`src/rtl/scl_rate_pkg.sv`:
```
package scl_rate_pkg;

    localparam int unsigned SCL_RATE_W_DEF  = 8;
    localparam int unsigned SCL_IDLE_MUL    = 10;
    localparam int unsigned SCL_SYNC_N_DEF  = 2;

    typedef enum logic {
        PH_LOW  = 1'b0,
        PH_HIGH = 1'b1
    } scl_phase_e;

endpackage

```
`src/rtl/scl_line_sync.sv`:
```
module scl_line_sync #(
    parameter int unsigned STAGES = 2
) (
    input  logic clk,
    input  logic rst_n,
    input  logic din_i,
    output logic dout_o
);
    logic [STAGES-1:0] sh_d, sh_q;

    always_comb begin
        sh_d = {sh_q[STAGES-2:0], din_i};
    end

    always_ff @(posedge clk or negedge rst_n) begin
        if (!rst_n) sh_q <= '0;
        else        sh_q <= sh_d;
    end

    assign dout_o = sh_q[STAGES-1];
endmodule

```
`src/rtl/scl_phase_timer.sv`:
```
module scl_phase_timer
    import scl_rate_pkg::*;
#(
    parameter int unsigned RATE_W = 8
) (
    input  logic              clk,
    input  logic              rst_n,
    input  logic              en_i,
    input  logic [RATE_W-1:0] rate_i,
    input  logic              line_hi_i,
    output logic              drv_o
);
    typedef struct packed {
        logic [RATE_W-1:0] tmr;
        scl_phase_e        ph;
        logic              low_seen;
    } tmr_st_t;

    tmr_st_t st_d, st_q;
    logic    step;

    always_comb begin
        st_d = st_q;
        step = 1'b0;
        if (!en_i) begin
            st_d.tmr      = rate_i;
            st_d.ph       = PH_HIGH;
            st_d.low_seen = 1'b1;
        end else begin
            // a low reading proves the line saw this low phase
            if (!line_hi_i) st_d.low_seen = 1'b1;
            step = (st_q.ph == PH_LOW) || (line_hi_i && st_q.low_seen);
            if (step) begin
                if (st_q.tmr == {RATE_W{1'b1}}) begin
                    st_d.tmr = rate_i;
                    if (st_q.ph == PH_HIGH) begin
                        st_d.ph       = PH_LOW;
                        st_d.low_seen = 1'b0;
                    end else begin
                        st_d.ph = PH_HIGH;
                    end
                end else begin
                    st_d.tmr = st_q.tmr + RATE_W'(1);
                end
            end
        end
    end

    always_ff @(posedge clk or negedge rst_n) begin
        if (!rst_n) begin
            st_q.tmr      <= '0;
            st_q.ph       <= PH_HIGH;
            st_q.low_seen <= 1'b1;
        end else begin
            st_q <= st_d;
        end
    end

    assign drv_o = (st_q.ph == PH_HIGH);
endmodule

```
`src/rtl/scl_idle_timer.sv`:
```
module scl_idle_timer #(
    parameter int unsigned RATE_W = 8,
    parameter int unsigned MUL    = 10
) (
    input  logic              clk,
    input  logic              rst_n,
    input  logic              scl_hi_i,
    input  logic              sda_hi_i,
    input  logic [RATE_W-1:0] rate_i,
    output logic              idle_o
);
    localparam int unsigned SPAN = (1 << RATE_W) + 1;
    localparam int unsigned CW   = $clog2(MUL * SPAN + 2);

    typedef struct packed {
        logic [CW-1:0] cnt;
        logic          flag;
    } idle_st_t;

    idle_st_t      st_d, st_q;
    logic [CW-1:0] lim;
    logic [CW-1:0] cnt_inc;

    always_comb begin
        lim     = CW'(MUL * (SPAN - int'(rate_i)));
        cnt_inc = st_q.cnt + CW'(1);
        st_d    = st_q;
        if (scl_hi_i && sda_hi_i) begin
            st_d.cnt  = (st_q.cnt >= lim) ? st_q.cnt : cnt_inc;
            st_d.flag = (cnt_inc >= lim);
        end else begin
            st_d.cnt  = '0;
            st_d.flag = 1'b0;
        end
    end

    always_ff @(posedge clk or negedge rst_n) begin
        if (!rst_n) begin
            st_q.cnt  <= '0;
            st_q.flag <= 1'b0;
        end else begin
            st_q <= st_d;
        end
    end

    assign idle_o = st_q.flag;
endmodule

```
`src/rtl/smb_scl_gen.sv`:
```
module smb_scl_gen
    import scl_rate_pkg::*;
#(
    parameter int unsigned RATE_W  = SCL_RATE_W_DEF,
    parameter int unsigned IDLE_MUL = SCL_IDLE_MUL,
    parameter int unsigned SYNC_N  = SCL_SYNC_N_DEF
) (
    input  logic              clk,
    input  logic              rst_n,
    input  logic              rate_we,
    input  logic [RATE_W-1:0] rate_wdata,
    input  logic              gen_en,
    input  logic              scl_in,
    input  logic              sda_in,
    output logic              scl_drv_o,
    output logic              bus_free_o
);
    localparam int unsigned N_LINES = 2;

    logic [RATE_W-1:0]  rate_d, rate_q;
    logic [N_LINES-1:0] raw_lines;
    logic [N_LINES-1:0] sync_lines;
    logic               scl_s;
    logic               sda_s;

    always_comb begin
        rate_d = rate_we ? rate_wdata : rate_q;
    end

    always_ff @(posedge clk or negedge rst_n) begin
        if (!rst_n) rate_q <= '0;
        else        rate_q <= rate_d;
    end

    assign raw_lines = {sda_in, scl_in};

    for (genvar gi = 0; gi < N_LINES; gi++) begin : g_sync
        scl_line_sync #(.STAGES(SYNC_N)) u_sync (
            .clk   (clk),
            .rst_n (rst_n),
            .din_i (raw_lines[gi]),
            .dout_o(sync_lines[gi])
        );
    end

    assign scl_s = sync_lines[0];
    assign sda_s = sync_lines[1];

    scl_phase_timer #(.RATE_W(RATE_W)) u_phase (
        .clk      (clk),
        .rst_n    (rst_n),
        .en_i     (gen_en),
        .rate_i   (rate_q),
        .line_hi_i(scl_s),
        .drv_o    (scl_drv_o)
    );

    scl_idle_timer #(.RATE_W(RATE_W), .MUL(IDLE_MUL)) u_idle (
        .clk     (clk),
        .rst_n   (rst_n),
        .scl_hi_i(scl_s),
        .sda_hi_i(sda_s),
        .rate_i  (rate_q),
        .idle_o  (bus_free_o)
    );
endmodule

```
`config.mk`:
```
export PLATFORM = sky130hd
export DESIGN_NAME = smb_scl_gen
export DESIGN_NICKNAME = d
export VERILOG_FILES = /design/src/rtl/scl_rate_pkg.sv /design/src/rtl/scl_line_sync.sv /design/src/rtl/scl_phase_timer.sv /design/src/rtl/scl_idle_timer.sv /design/src/rtl/smb_scl_gen.sv
export SDC_FILE = /design/constraint.sdc
export NUM_CORES = 1
export LEC_CHECK = 0
export CAP_MARGIN = 10
export CORE_MARGIN = 4
export CORE_UTILIZATION = 40
export DETAILED_ROUTE_END_ITERATION = 16
export DONT_BUFFER_PORTS = 1
export HOLD_SLACK_MARGIN = 0.05
export PLACE_DENSITY = 0.53
export SYNTH_ARGS = -nofsm -noshare
export SYNTH_HDL_FRONTEND = slang
export SYNTH_SLANG_ARGS = --single-unit
```
`constraint.sdc`:
```
create_clock -name clk -period 3.5 [get_ports clk]
set_input_delay 0.7 -clock clk [delete_from_list [all_inputs] [get_ports clk]]
set_output_delay 0.7 -clock clk [all_outputs]
set_load 0.01 [all_outputs]
```
# [Yosys cells after proc, flatten, opt, wreduce, memory -nomap -nowiden]
# Index checks and enable logic that the tools add are counted.
[op_classes] mul=1 reduce_logical=4 n_eq_ne=4 n_lt_le_gt_ge=2 mux=9 n_addsub=3 bitwise_logic=1
[ops] operator="3-bit by 32-bit multiplier with 11-bit output (first input constant)" count=1
[ops] operator="12-bit greater-or-equal comparator" count=2
[ops] operator="10-bit two-way mux" count=2
[ops] operator="13-bit two-way mux" count=1
[ops] operator="12-bit by 1-bit adder with 12-bit output (second input constant)" count=1
[ops] operator="12-bit two-way mux" count=1
[ops] operator="9-bit by 8-bit subtractor with 10-bit output (first input constant)" count=1
[ops] operator="8-bit by 1-bit adder with 8-bit output (second input constant)" count=1
[ops] operator="8-bit equality test (second input constant)" count=1
[ops] operator="8-bit two-way mux" count=1
[ops] operator="2-bit by 1-bit inequality test with 1-bit output (second input constant)" count=2
[ops] operator="1-bit two-way mux" count=3
[ops] operator="1-bit logical AND" count=2
[ops] operator="2-bit two-way mux" count=1
[ops] operator="2-bit inequality test (second input constant)" count=1
[ops] operator="2-bit AND reduction" count=1
[ops] operator="1-bit logical OR" count=1
[ops] operator="1-bit inverter" count=1
[totals] register_bits=35 output_inout_bits=2

# [Logic depth before layout (Yosys ltp)]
# Gate-level depths: netlist of run 1.
[depth] depth_word=5 ltp_mapped=18

# [Cells and area by module]
# Synthesis of run 1 repeated with hierarchy kept, for this count alone.
[unflattened] hier_cells=299 area_unflattened_um2=2841.5
[by_module_without_submodules] mod="scl_idle_timer" area_each_um2=1789.2 n_inst=1 cells_per_inst=211
[by_module_without_submodules] mod="scl_phase_timer" area_each_um2=620.6 n_inst=1 cells_per_inst=67
[by_module_without_submodules] mod="smb_scl_gen" area_each_um2=331.6 n_inst=1 cells_per_inst=17
[by_module_without_submodules] mod="scl_line_sync" area_each_um2=50.0 n_inst=2 cells_per_inst=2

# [Least setup slack after synthesis of run 1]
# OpenSTA, ideal clock, no wires.
[synth_timing] path_kind="register to register" start="reg rate_q[1]" end="reg u_idle.st_q[6] (netlist bit)" path_stages_with_launch=18 setup_slack_ns=-0.318 period_less_slack_ns=3.818 arrival_time_ns=3.690 n_path_buf=0 path_cell_list="dfrtp_1 > inv_1 > ha_1 > nor2b_1 > or2_2 > xnor2_1 > ha_1 > fa_1 > a21o_2 > a21oi_1 > xor2_1 > ha_1 > a41oi_1 > a21oi_1 > o31a_1 > o21ai_2 > a31o_2 > o22ai_1"
[synth_between] elab_chain_cells=4
[synth_rtl] item="from (decl)" line_no="smb_scl_gen.sv:20" rtl="logic [RATE_W-1:0] rate_d, rate_q;"
[synth_rtl] item="from (signal assigned)" line_no="smb_scl_gen.sv:32" rtl="else rate_q <= rate_d;"
[synth_rtl] item="9-bit by 8-bit subtractor with 10-bit output" line_no="scl_idle_timer.sv:25" rtl="lim = CW'(MUL * (SPAN - int'(rate_i)));"
[synth_rtl] item="3-bit by 32-bit multiplier with 11-bit output" line_no="scl_idle_timer.sv:25"
[synth_rtl] item="12-bit greater-or-equal comparator" line_no="scl_idle_timer.sv:29" rtl="st_d.cnt = (st_q.cnt >= lim) ? st_q.cnt : cnt_inc;"
[synth_rtl] item="2-bit inequality test (no line)"
[synth_rtl] item="to (signal assigned)" line_no="scl_idle_timer.sv:42" rtl="st_q <= st_d;"
[synth_rtl] item="to (decl)" line_no="scl_idle_timer.sv:20" rtl="idle_st_t st_d, st_q;"
# No other way between the ends.
# A chain may end at the register's enable or synchronous reset.

# [Worst setup path in the final report of run 1]
[layout_timing] start="reg rate_q[1]" end="reg u_idle.st_q[11] (netlist bit)"
# Same word-level chain as after synthesis.

==> results of run 1 <==
-- state kept, by name, summed over array words and instances (netlist names) --
register / flops
u_idle.idle_o: 1
u_phase.st_q: 9
g_sync.u_sync.sh_q: 4
u_idle.st_q: 12
rate_q: 8
u_phase.drv_o: 1
-- per-layer routing --
metal	GRT usage (%)	up-vias	wire, um
li1	-	1150	-
met1	21.6	1082	3140
met2	28.4	18	3220
met3	3.26	5	185
met4	4.21	0	59
met5	0	-	0
-- worst reg2reg max path: cells and delay by family, from the launching register on --
family                   cells  cell delay [ns]
AO/OA/AOI/OAI                8             1.49
buffers and inverters        1             0.07
AND/OR/NAND/NOR              2             0.35
XOR/XNOR                     2             0.37
adder cells (fa/ha/maj)      4             1.04
flip-flops                   1             0.41
-- kinds of logic after synthesis --
logic type,Yosys count,synth area share [%]
xor gates and xnor gates,25,8.15
and+or+nand+nor,105,19.1
DFF,35,32.7
adders and majority gates,34,16.0
buffers and inverters,23,3.21
AOI/OAI and AO/OA,68,16.9
muxes,10,3.91
-- report_power, final --
part	total, uW	internal, uW	switching, uW
Sequential	457	430	27.2
Combinational	792	425	367
Clock	300	154	146
Total	1550	1010	540
-- final cells by class --
type	instances	area [sq um]
well taps	77	96.3
flip-flops and latches	35	878
clock inverters	1	5.00
repair buffers	40	308
clock buffers	6	82.6
multi-input cells	242	2090
inverters	18	67.6
fillers	581	2890
-- repair_timing --
item                       in CTS  in global routing
pin swaps                      26                 34
buffers inserted                4                  5
setup endpoints to repair      13                 13
cloned                          0                  0
gates resized for setup        30                 19
-- metrics by stage --
step                      util [%]  instances  worst slack, ns  power [uW]
after global routing          55.0        419           -0.500        1670
after CTS                     52.4        415           -0.284        1440
final                         55.0        419           -0.344        1550
after floorplan                  -        300           -0.144         802
after global placement        47.6        404           -0.549        1030
after detailed placement      47.6        404           -0.537        1030
-- layout by cell type, fill, tap and decap left out, types with 4 or more instances in the layout --
cell       n
nand2_1   38
buf_4     38
dfrtp_1   33
ha_1      21
nor2_1    18
inv_1     16
xnor2_1   15
o21ai_0   15
nand3_1   11
ha_4      10
mux2i_1    6
a21oi_1    6
nand2b_1   6
clkbuf_8   6
xor2_1     5
o22ai_2    5
nor2b_1    4
mux2_2     4
a22o_1     4
-- how the worst min path moves through the flow --
stage,start,end,slack (ns),cells past startpoint
6_report,rst_n,u_phase.st_q[8],0.1,0
5_1_grt,rst_n,u_phase.st_q[9],0.08,0
4_1_cts,rst_n,u_idle.st_q[12],0.09,0
3_5_place_dp,g_sync[0].u_sync.sh_q[0],g_sync[0].u_sync.sh_q[1],0.34,0
3_3_place_gp,g_sync[0].u_sync.sh_q[0],g_sync[0].u_sync.sh_q[1],0.33,0
2_1_floorplan,g_sync[0].u_sync.sh_q[0],g_sync[0].u_sync.sh_q[1],0.33,0
==> flow_metrics.env, run 1 <==
export IMPL_area_growth_pct=31.3
export IMPL_vias=2255
export IMPL_antenna_found_initial=0
export IMPL_setup_viol=13
export IMPL_min_path_type="in -> async"
export IMPL_synth_cell_types=50
export IMPL_violations="setup timing"
export IMPL_drive_above_1_share_pct=30.7
export IMPL_cts_tree="built"
export IMPL_ys_flop_type="dfrtp_1"
export IMPL_core_area_sq_um=6420
export IMPL_timing_critical_path_depth=17
export IMPL_synth_most_common_cell="nand2_1"
export IMPL_die_x_um=90.0
export IMPL_async_reset_ff_share_pct=100
export IMPL_numCtsBuffers=5
export IMPL_path_max_fanout=7
export IMPL_die_height_um=90.0
export IMPL_syn_nets=347
export IMPL_slowest_delay_ns=0.42
export IMPL_root_buffer="clkbuf_8"
export IMPL_slew_viol_final=0
export IMPL_rsz0062_at_grt="true"
export IMPL_p_per_area_nw_per_um2=439
export IMPL_worst_slew_pin_slew_ns=0.557
export IMPL_cp_start_kind="flop"
export IMPL_die_area_sq_um=8090
export IMPL_initial_utilization_pct=41.8
export IMPL_critical_path_class="reg -> reg"
export IMPL_syn_area_sq_um=2690
export IMPL_critPathTopFamily="compound AO/OA/AOI/OAI gates"
export IMPL_peakVddDrop_mv=0.179
export IMPL_endpoint_kind="flop"
export IMPL_required_ns=3.66
export IMPL_max_freq_mhz=260
export IMPL_crit_start="rate_q[1]"
export IMPL_setup_worst_path_end="u_idle.st_q[11]"
export IMPL_clk_path_buf_depth=2
export IMPL_grt_pass1_wl_um=11000
export IMPL_cp_cell_sequence="inv_2, ha_4, nor2b_4, or2_4, xnor2_1, ha_2, fa_2, a21o_2, a21oi_4, xor2_2, ha_4, o21ai_4, a31oi_4, o31a_1, o21ai_2, a31o_4, o22ai_2"
export IMPL_timing_hold_ws_ns=0.0981
export IMPL_layout_setup_ws_ns=-0.344
export IMPL_firstDrtPassIters=4
export IMPL_crit_top_cell="ha_4"
export IMPL_fin_crit_sh_pct=110
export IMPL_yosysTopAreaCell="dfrtp_1"
export IMPL_slowest_stage="fa_2"
export IMPL_diodes=0
export IMPL_wl_um=6600
export IMPL_avgViaCountPerCell=5.38
export IMPL_grt_pass1_vias=2287
export IMPL_grt_max_degree=36
export IMPL_setup_tns_ns=-4.04
export IMPL_cp_arrival_ns=4.01
export IMPL_drtIter0Drc=74
export IMPL_grt_use_total_pct=16.6
export IMPL_relSlewSlack_pct=62.9
export IMPL_io_pin_count=16
export IMPL_placed_area_sq_um=3060
export IMPL_row_count=29
export IMPL_yosys_top_cells_count="nand2_1, dfrtp_1, ha_1"
export IMPL_p_leak_uw=0.00152
export IMPL_syn_avg_cell_area_sq_um=8.96
export IMPL_synth_area_top_cells="dfrtp_1, ha_1, nand2_1"
export IMPL_hpwl_um=4840
export IMPL_regToRegEndpoint="u_idle.st_q[11]"
export IMPL_yosysWarningCount=0
export IMPL_status="finished with violations"
export IMPL_seq_area_frac_synth_pct=32.7
export IMPL_wl_per_cell_um=15.8
export IMPL_fin_area_sq_um=3530
export IMPL_reg2reg_from="rate_q[1]"
export IMPL_hold_viol=0
export IMPL_gr_total_overflow=0
export IMPL_clk_latency_ns=0.29
export IMPL_drv_cap=0
export IMPL_layout_min_cycle_time_ns=3.84
export IMPL_clkTransAtPathRegs_ns=0.07
export IMPL_cts_htree_levels=2
export IMPL_r2r_cells=17
export IMPL_synth_top_area_share_pct=30.7
export IMPL_clock_sinks=35
export IMPL_drc=0
export IMPL_syn_inst=300
export IMPL_synth_edff_count=0
export IMPL_drt_antenna_violating_nets=0
export IMPL_critPathBufInv=1
export IMPL_layout_nets=389
export IMPL_ff2ff_setup_slack_ns=-0.34
export IMPL_hold_buffers=0
export IMPL_synth_seq_cells=35
export IMPL_io_buffers=0
export IMPL_skew_ns=0.0103
export IMPL_gp_routability_congestion=0.825
(Power assumes the default switching activity.)
==> inputs of run 2 (changes only) <==
Settings changed: CORE_MARGIN 4 to default.
==> run 2 against run 1 <==
The run ends with DRC, setup timing left. Cell count is 0.72% higher. Count of clock-buffer cells in the layout is 1 lower. Wire length is 3.9% lower. Combinational power is 6.8% lower. Sequential power hardly changed. First-iteration DRC count is 50% higher. Largest cell class unchanged.
==> flow_metrics.env, run 2 (synthesis gave the netlist of run 1 again) <==
export IMPL_initial_utilization_pct=41.8
export IMPL_stdcell_count=422
export IMPL_gr_total_overflow=0
export IMPL_io_buffers=0
export IMPL_grt_use_total_pct=19.4
export IMPL_numCtsBuffers=5
export IMPL_path_max_fanout=7
export IMPL_hold_viol=0
export IMPL_die_area_sq_um=7050
export IMPL_drv_cap=0
export IMPL_rsz0062_at_grt="true"
export IMPL_ff2ff_setup_slack_ns=-0.35
export IMPL_layout_nets=391
export IMPL_drc=2
export IMPL_vias=2260
export IMPL_drive_above_1_share_pct=30.4
export IMPL_relSlewSlack_pct=66.6
export IMPL_endpoint_kind="flop"
export IMPL_hpwl_um=4700
export IMPL_wl_per_cell_um=15.0
export IMPL_root_buffer="clkbuf_8"
export IMPL_final_cell_mix="buf_4, nand2_1, dfrtp_1, ha_1, nor2_1"
export IMPL_drt_antenna_violating_nets=0
export IMPL_min_path_type="in -> async"
export IMPL_worst_slew_pin_slew_ns=0.501
export IMPL_gp_routability_congestion=0.829
export IMPL_layout_setup_ws_ns=-0.348
export IMPL_cts_htree_levels=2
export IMPL_avgViaCountPerCell=5.36
export IMPL_clkTransAtPathRegs_ns=0.08
export IMPL_largest_register_ffs=12
export IMPL_violations="DRC, setup timing"
export IMPL_grt_max_degree=36
export IMPL_p_leak_uw=0.00154
export IMPL_grt_pass1_wl_um=10900
export IMPL_required_ns=3.67
export IMPL_top_regs="u_idle.st_q: 12 flops, u_phase.st_q: 9 flops, rate_q: 8 flops"
export IMPL_status="finished with violations"
export IMPL_fin_crit_sh_pct=110
export IMPL_dp_cells=404
export IMPL_max_freq_mhz=260
export IMPL_final_seq_area_sq_um=878
export IMPL_critical_path_class="reg -> reg"
export IMPL_grt_pass1_vias=2336
export IMPL_core_area_sq_um=6420
export IMPL_antenna_found_initial=0
export IMPL_diodes=0
export IMPL_skew_ns=0.00958
export IMPL_clk_latency_ns=0.29
export IMPL_setup_viol=13
export IMPL_drtIter0Drc=111
export IMPL_layout_commonest_cell="buf_4"
export IMPL_multi_input_comb_area_sq_um=2020
export IMPL_cp_arrival_ns=4.02
export IMPL_fillCellCount=573
export IMPL_slew_viol_final=0
export IMPL_clock_sinks=35
export IMPL_die_height_um=84.0
export IMPL_cp_start_kind="flop"
export IMPL_row_count=29
export IMPL_io_pin_count=16
export IMPL_pre_cts_ws_ns=-0.592
export IMPL_layout_min_cycle_time_ns=3.85
export IMPL_cts_tree="built"
export IMPL_wl_um=6350
export IMPL_regMostFlops="u_idle.st_q"
export IMPL_setup_tns_ns=-3.68
export IMPL_firstDrtPassIters=10
export IMPL_clk_path_buf_depth=2
export IMPL_die_x_um=84.0
export IMPL_total_power_uw=1640
export IMPL_area_growth_pct=30.9
export IMPL_peakVddDrop_mv=0.188
export IMPL_p_per_area_nw_per_um2=466
## run 2: changes by cell type in the layout (fill, tap and decap cells not counted), sizes merged
cell	before	now
bufinv	0	2
clkinvlp	0	1
clkinv	1	0
clkbuf	6	5
buf	40	42
## run 2: repair_timing
| item | 4_1_cts | 5_1_grt |
|---|---|---|
| resized for setup | 28 | 13 |
| buffers inserted | 7 | 4 |
| setup endpoints to repair | 13 | 13 |
| pin swaps | 29 | 14 |
| hold buffers | 0 | 0 |
## run 2: path summary, 6_finish.rpt
kind                       depth (start not counted)                  endpoint                      from
max                                               16            u_idle.st_q[4]                 rate_q[3]
min                                                0            u_idle.st_q[9]                     rst_n
max reg2reg                                       16            u_idle.st_q[4]                 rate_q[3]
min reg2reg                                        0  g_sync[0].u_sync.sh_q[1]  g_sync[0].u_sync.sh_q[0]
max in group asynchronous                          0             u_phase.drv_o                     rst_n
min in group clk                                   0  g_sync[0].u_sync.sh_q[1]  g_sync[0].u_sync.sh_q[0]
## run 2: routing by layer
layer | up-vias | global-route usage [%] | wire length (um)
met1 | 1069 | 25.4 | 3030
met5 | - | 0 | 0
li1 | 1160 | - | -
met4 | 0 | 4.39 | 43
met2 | 29 | 33.2 | 3050
met3 | 2 | 3.66 | 218
## run 2: stage by stage
stage	area, sq um	util, %	hold WS (ns)
5_1_grt	3520	54.8	0.0872
3_3_place_gp	3060	47.6	0.333
4_1_cts	3420	53.2	0.0921
2_1_floorplan	2740	-	0.331
3_5_place_dp	3060	47.6	0.340
6_report	3520	54.8	0.0998
## run 2: final cells by class
type	count	share of cell area, %
multi-input combinational	242	57.4
sequential	35	25.0
timing repair buffer	42	9.07
tap	77	2.74
clock buffer	5	1.96
clock inverter	3	1.92
inverter	18	1.92
## run 2: worst max-delay path, stage by stage, from the launching register on
cell,delay (ns)
dfrtp_1,0.39
nor3_2,0.25
buf_4,0.18
xnor2_4,0.13
ha_4,0.23
buf_6,0.11
fa_2,0.41
a21o_2,0.21
a21oi_2,0.17
xor2_2,0.24
ha_4,0.25
o21ai_2,0.12
a31oi_2,0.07
o31a_1,0.37
o21ai_2,0.25
a31o_4,0.26
o22ai_1,0.10
## run 2: power by group
| group | internal, uW | switching, uW | leakage [uW] |
|---|---|---|---|
| sequential | 430 | 26.2 | 0.000438 |
| clock | 284 | 163 | 0.0000644 |
| combinational | 402 | 335 | 0.00104 |
